[src/rtl/vseg_pkg.sv]
package vseg_pkg;
   typedef enum logic [1:0] {
      MODE_KERN = 2'd0,
      MODE_SUPV = 2'd1,
      MODE_USER = 2'd2,
      MODE_RSVD = 2'd3
   } priv_mode_e;

   typedef enum logic [1:0] {
      CLS_NONE   = 2'd0,
      CLS_DIRECT = 2'd1,
      CLS_TLB    = 2'd2,
      CLS_FAULT  = 2'd3
   } seg_class_e;

   // Number of address bits that select a segment region
   localparam int REGION_BITS = 3;
endpackage

[src/rtl/vseg_mode_resolve.sv]
module vseg_mode_resolve
   import vseg_pkg::*;
(
   input  logic [1:0]  mode_field,
   input  logic        exc_lvl,
   input  logic        err_lvl,
   output priv_mode_e  eff_mode,
   output logic        rsvd_code
);
   always_comb begin
      rsvd_code = (mode_field == 2'd3);
      if (exc_lvl || err_lvl) begin
         eff_mode = MODE_KERN;
      end else begin
         unique case (mode_field)
            2'd1:    eff_mode = MODE_SUPV;
            2'd2:    eff_mode = MODE_USER;
            default: eff_mode = MODE_KERN;   // 0 and reserved 3
         endcase
      end
   end
endmodule

[src/rtl/vseg_region_decode.sv]
module vseg_region_decode
   import vseg_pkg::*;
#(
   parameter int VA_W = 32
) (
   input  priv_mode_e        eff_mode,
   input  logic [VA_W-1:0]   vaddr,
   output seg_class_e        cls,
   output logic              unc,
   output logic [VA_W-1:0]   pa
);
   localparam int LOW_W = VA_W - REGION_BITS;

   logic [REGION_BITS-1:0] region;
   assign region = vaddr[VA_W-1 -: REGION_BITS];

   // Both direct windows start on a region boundary, so subtracting the
   // window base is the same as clearing the region bits.
   assign pa = {{REGION_BITS{1'b0}}, vaddr[LOW_W-1:0]};

   always_comb begin
      cls = CLS_TLB;
      unc = 1'b0;
      unique case (eff_mode)
         MODE_SUPV: begin
            if (region != 3'b000 && region != 3'b110)
               cls = CLS_FAULT;
         end
         MODE_USER: begin
            if (region[2])
               cls = CLS_FAULT;
         end
         default: begin
            if (region[2:1] == 2'b10) begin
               cls = CLS_DIRECT;
               unc = region[0];
            end
         end
      endcase
   end
endmodule

[src/rtl/vseg_out_stage.sv]
module vseg_out_stage
   import vseg_pkg::*;
#(
   parameter int VA_W    = 32,
   parameter bit OUT_REG = 1'b1
) (
   input  logic              clk,
   input  logic              rst_n,
   input  logic              in_valid,
   input  seg_class_e        in_cls,
   input  logic              in_unc,
   input  logic [VA_W-1:0]   in_pa,
   input  logic              in_store,
   input  logic              in_rsvd,
   output logic              o_valid,
   output logic [VA_W-1:0]   o_pa,
   output logic              o_unc,
   output logic              o_direct,
   output logic              o_tlb,
   output logic              o_err,
   output logic              o_err_st,
   output logic              o_rsvd
);
   logic              n_direct, n_tlb, n_err, n_err_st, n_unc, n_rsvd;
   logic [VA_W-1:0]   n_pa;

   always_comb begin
      n_direct = in_valid && (in_cls == CLS_DIRECT);
      n_tlb    = in_valid && (in_cls == CLS_TLB);
      n_err    = in_valid && (in_cls == CLS_FAULT);
      n_err_st = n_err && in_store;
      n_unc    = n_direct && in_unc;
      n_rsvd   = in_valid && in_rsvd;
      n_pa     = n_direct ? in_pa : '0;
   end

   generate
      if (OUT_REG) begin : g_reg
         always_ff @(posedge clk or negedge rst_n) begin
            if (!rst_n) begin
               o_valid  <= 1'b0;
               o_pa     <= '0;
               o_unc    <= 1'b0;
               o_direct <= 1'b0;
               o_tlb    <= 1'b0;
               o_err    <= 1'b0;
               o_err_st <= 1'b0;
               o_rsvd   <= 1'b0;
            end else begin
               o_valid  <= in_valid;
               o_pa     <= n_pa;
               o_unc    <= n_unc;
               o_direct <= n_direct;
               o_tlb    <= n_tlb;
               o_err    <= n_err;
               o_err_st <= n_err_st;
               o_rsvd   <= n_rsvd;
            end
         end
      end else begin : g_comb
         logic unused_clk;
         assign unused_clk = clk ^ rst_n;
         assign o_valid  = in_valid;
         assign o_pa     = n_pa;
         assign o_unc    = n_unc;
         assign o_direct = n_direct;
         assign o_tlb    = n_tlb;
         assign o_err    = n_err;
         assign o_err_st = n_err_st;
         assign o_rsvd   = n_rsvd;
      end
   endgenerate
endmodule

[src/rtl/vaddr_seg_classifier.sv]
module vaddr_seg_classifier
   import vseg_pkg::*;
#(
   parameter int VA_W    = 32,
   parameter bit OUT_REG = 1'b1
) (
   input  logic              clk,
   input  logic              rst_n,
   input  logic              req_valid,
   input  logic [1:0]        priv_mode,
   input  logic              exc_lvl,
   input  logic              err_lvl,
   input  logic [VA_W-1:0]   vaddr,
   input  logic              is_store,
   output logic              out_valid,
   output logic [VA_W-1:0]   paddr,
   output logic              uncached,
   output logic              direct_done,
   output logic              tlb_req,
   output logic              addr_err,
   output logic              err_is_store,
   output logic              mode_rsvd_warn
);
   generate
      if (VA_W < 8) begin : g_bad_width
         $error("vaddr_seg_classifier: VA_W must be at least 8");
      end
   endgenerate

   priv_mode_e        eff_mode;
   logic              rsvd_code;
   seg_class_e        cls;
   logic              unc;
   logic [VA_W-1:0]   pa;

   vseg_mode_resolve i_mode (
      .mode_field (priv_mode),
      .exc_lvl    (exc_lvl),
      .err_lvl    (err_lvl),
      .eff_mode   (eff_mode),
      .rsvd_code  (rsvd_code)
   );

   vseg_region_decode #(.VA_W(VA_W)) i_region (
      .eff_mode (eff_mode),
      .vaddr    (vaddr),
      .cls      (cls),
      .unc      (unc),
      .pa       (pa)
   );

   vseg_out_stage #(.VA_W(VA_W), .OUT_REG(OUT_REG)) i_out (
      .clk      (clk),
      .rst_n    (rst_n),
      .in_valid (req_valid),
      .in_cls   (cls),
      .in_unc   (unc),
      .in_pa    (pa),
      .in_store (is_store),
      .in_rsvd  (rsvd_code),
      .o_valid  (out_valid),
      .o_pa     (paddr),
      .o_unc    (uncached),
      .o_direct (direct_done),
      .o_tlb    (tlb_req),
      .o_err    (addr_err),
      .o_err_st (err_is_store),
      .o_rsvd   (mode_rsvd_warn)
   );
endmodule

[config.mk]
export PLATFORM = sky130hd
export DESIGN_NAME = vaddr_seg_classifier
export DESIGN_NICKNAME = d
export VERILOG_FILES = /design/src/rtl/vseg_pkg.sv /design/src/rtl/vseg_mode_resolve.sv /design/src/rtl/vseg_region_decode.sv /design/src/rtl/vseg_out_stage.sv /design/src/rtl/vaddr_seg_classifier.sv
export SDC_FILE = /design/constraint.sdc
export NUM_CORES = 1
export LEC_CHECK = 0
export BUFFER_PORTS_ARGS = -buffer_cell sky130_fd_sc_hd__clkbuf_2
export CORE_ASPECT_RATIO = 1.25
export CORE_MARGIN = 5
export CORE_UTILIZATION = 40
export DETAILED_ROUTE_END_ITERATION = 7
export PLACE_DENSITY = 0.86
export SLEW_MARGIN = 20
export SYNTH_ARGS = -nofsm -noshare
export SYNTH_HDL_FRONTEND = slang
export SYNTH_SLANG_ARGS = --single-unit
[constraint.sdc]
create_clock -name clk -period 0.8 [get_ports clk]
set_input_delay 0.08 -clock clk [delete_from_list [all_inputs] [get_ports clk]]
set_output_delay 0.08 -clock clk [all_outputs]
set_load 0.05 [all_outputs]
==> run summary <==
Startpoint type of the worst setup path = input pin
Cell variety after synth = 17
Worst Path Max Fanout = 18
Peak VDD IR = 0.001260 V
Area Overhead vs Synth = 85.54%
TritonCTS clock tree = done
RSZ-0062 raised after global routing = yes
Reported net switching power = 0.9656 mW
Status = complete, but fails checks
Period utilization = 136.5%
Hold EP = i_out.o_pa[17]$_DFF_PN0_
Seq pwr share = 48.6%
Number of buffers and inverters on the critical path = 2
Ys flop type = dfrtp_1
Global-route wire length before repair = 4623 um
Num Clock Sinks = 36
Number of global-route vias before repair = 1020
Die area = 4490 um2
Hold depth = 2
IO Port Bufs = 75
Syn_area_per_cell = 13.80 um2
Initial Util = 40.99%
Post-synthesis register bit count = 36
CP max-delay cell = ha_1
Layout fillers = 219
All-Layer GR Usage = 14.63%
Routed WL = 3191 um
Pwr dens = 1627 nW/um2
DRC = 0
Synth top area share = 69.43%
Final Worst Setup Slack = -0.2922 ns
CTS H-tree depth = 2
Fin area = 2407 um2
Antenna Nets Post-Route = 0
Clock root cell = clkbuf_8
Ports = 79
First drt pass iteration count = 2
Pin count of the biggest net entering global routing = 28
Bufs on Longest Clock Path = 2
Biggest cell delay along the critical path = 0.31 ns
Post-place setup slack = -0.5954 ns
# diodes = 0
Worst hold start = vaddr[17]
Top post-synthesis cells by area = dfrtp_1 (69%), and2_1 (14%), buf_6 (2.6%)
Post-Synthesis Cells = 94
Commonest cells post-synth = dfrtp_1 (36), and2_1 (30), inv_1 (4)
Crit. End Element = flop
Sw frac = 24.66%
CP required = 1.01 ns
Cell-internal power = 2.950 mW
Post-synth EDFFs = 0
DIE WIDTH = 60.94 um
CP Cell Sequence = buf_6, nor2_4, nand3b_1, ha_1, nand3b_1, nor2_4, buf_12, and2_1
Layout cells sized above 1 = 52.36%
Clock network fraction of total power = 33.9%
Initial antenna violation count = 0
Critical Path AT = 1.30 ns
Chip Height = 73.68 um
Dpl hpwl = 2234 um
Setup violators final = 70
Leakage = 1.240 nW
YS warnings = 0
Rows = 23
Maximum capacitance violations = 0
Final hold violations = 0
Failing checks = setup timing
Post-synthesis async set-or-reset flop share = 100.0%
Post-DR vias/cell = 4.461
Core area = 3166 um2
Crit-path leading delay family = simple AND/OR/NAND/NOR gates
Worst Hold Class = in -> reg
RePlAce Congestion = 0.7409
Achievable frequency = 915.6 MHz
Drt wl/cell = 14.00 um
Most frequent cell after synthesis = dfrtp_1
Inserted Clock Buffers = 5
DRT iter0 DRCs = 6
Synth area leader = dfrtp_1
Register area share after synthesis = 69.43%
Logic pwr share = 17.5%
Max-slew violation count = 0
CP Class = in -> reg
Grt total ovfl = 0
Final nets = 233
Clock transition at the registers of the reported paths = 0.06 ns
Synth Cell Area = 1297 um2
Via count = 1017
Min Tclk post-route = 1.092 ns
Post-DP Area = 1792 um2
## sequential cells by signal (all words and copies together), names as in the netlist
name            flops
i_out.o_valid       1
i_out.o_unc         1
i_out.o_err_st      1
i_out.o_pa         29
i_out.o_direct      1
i_out.o_rsvd        1
i_out.o_tlb         1
i_out.o_err         1
## cell type report
type / instances / area (um2) / area share (%)
clock buffer: 7 / 96.34 / 4.002
tap: 37 / 46.29 / 1.923
multi-input combinational: 50 / 395.4 / 16.42
timing repair buffer: 94 / 950.9 / 39.50
sequential: 36 / 900.9 / 37.42
inverter: 4 / 17.52 / 0.7277
## layout by cell type, fill, tap and decap left out, types with 3 or more instances in the layout
master / n
buf_8: 36
buf_4: 7
buf_12: 3
and2_1: 30
conb_1: 3
clkbuf_8: 7
clkbuf_2: 37
nand3b_1: 3
dlygate4sd3_1: 9
dfrtp_1: 36
## how the worst max path moves through the flow
| stage | startpoint | to | slack [ns] | depth (start not counted) |
|---|---|---|---|---|
| 6_report | err_lvl | i_out.o_pa[6]$_DFF_PN0_ | -0.29 | 8 |
| 5_1_grt | err_lvl | i_out.o_pa[6]$_DFF_PN0_ | -0.35 | 8 |
| 4_1_cts | err_lvl | i_out.o_pa[12]$_DFF_PN0_ | -0.27 | 8 |
| 3_5_place_dp | err_lvl | i_out.o_pa[12]$_DFF_PN0_ | -0.60 | 8 |
| 3_3_place_gp | err_lvl | i_out.o_pa[25]$_DFF_PN0_ | -0.52 | 8 |
| 2_1_floorplan | err_lvl | i_out.o_pa[10]$_DFF_PN0_ | -0.33 | 7 |
## power by group through the flow
stage / sequential, mW / clock (mW) / combinational (mW)
2_1_floorplan: 2.10 / 0 / 0.121
3_3_place_gp: 1.91 / 0 / 0.518
3_5_place_dp: 1.92 / 0 / 0.526
4_1_cts: 1.89 / 1.37 / 0.613
5_1_grt: 1.91 / 1.49 / 0.730
6_report: 1.90 / 1.33 / 0.686
## per-layer routing
metal	part of all wire [%]	wire length, um	vias to the layer above	track usage (%)
met4	2.0	65	0	6.024
met2	57	1832	48	24.49
met3	8.9	283	7	6.678
met5	0	0	-	0
met1	32	1009	478	15.69
li1	-	-	484	-
## stage by stage
step	TNS, ns	hold WS [ns]	power (mW)	instances	utilization, %
after CTS	-12.33	0.0004483	3.872	219	70.55
after global placement	-16.98	-0.03611	2.432	210	56.60
after floorplan	-10.75	-0.2156	2.217	96	-
after detailed placement	-19.18	-0.03210	2.442	210	56.60
after global routing	-15.69	0.001979	4.128	228	76.05
final	-12.20	0.01385	3.916	228	76.05
## cells by family (layout without fill, tap and decap cells)
kind of cell | Yosys count | after routing | share of synthesized area (%)
flip-flops | 36 | 36 | 69.43
adder cells (fa/ha/maj) | 2 | 2 | 1.928
other | 1 | 3 | 0.2890
buffers and inverters | 10 | 105 | 5.496
AO/OA/AOI/OAI | 5 | 5 | 3.086
AND/OR/NAND/NOR | 40 | 40 | 19.77
## what timing repair did
item                                    in CTS  in global routing
setup buffers                                0                  3
pin swaps                                    2                  4
gates resized for setup                     73                 46
endpoints found under the setup margin      70                 70
endpoints found under the hold margin       37                  7
hold buffers                                 2                  7
Power figures use the tool's default switching activity.
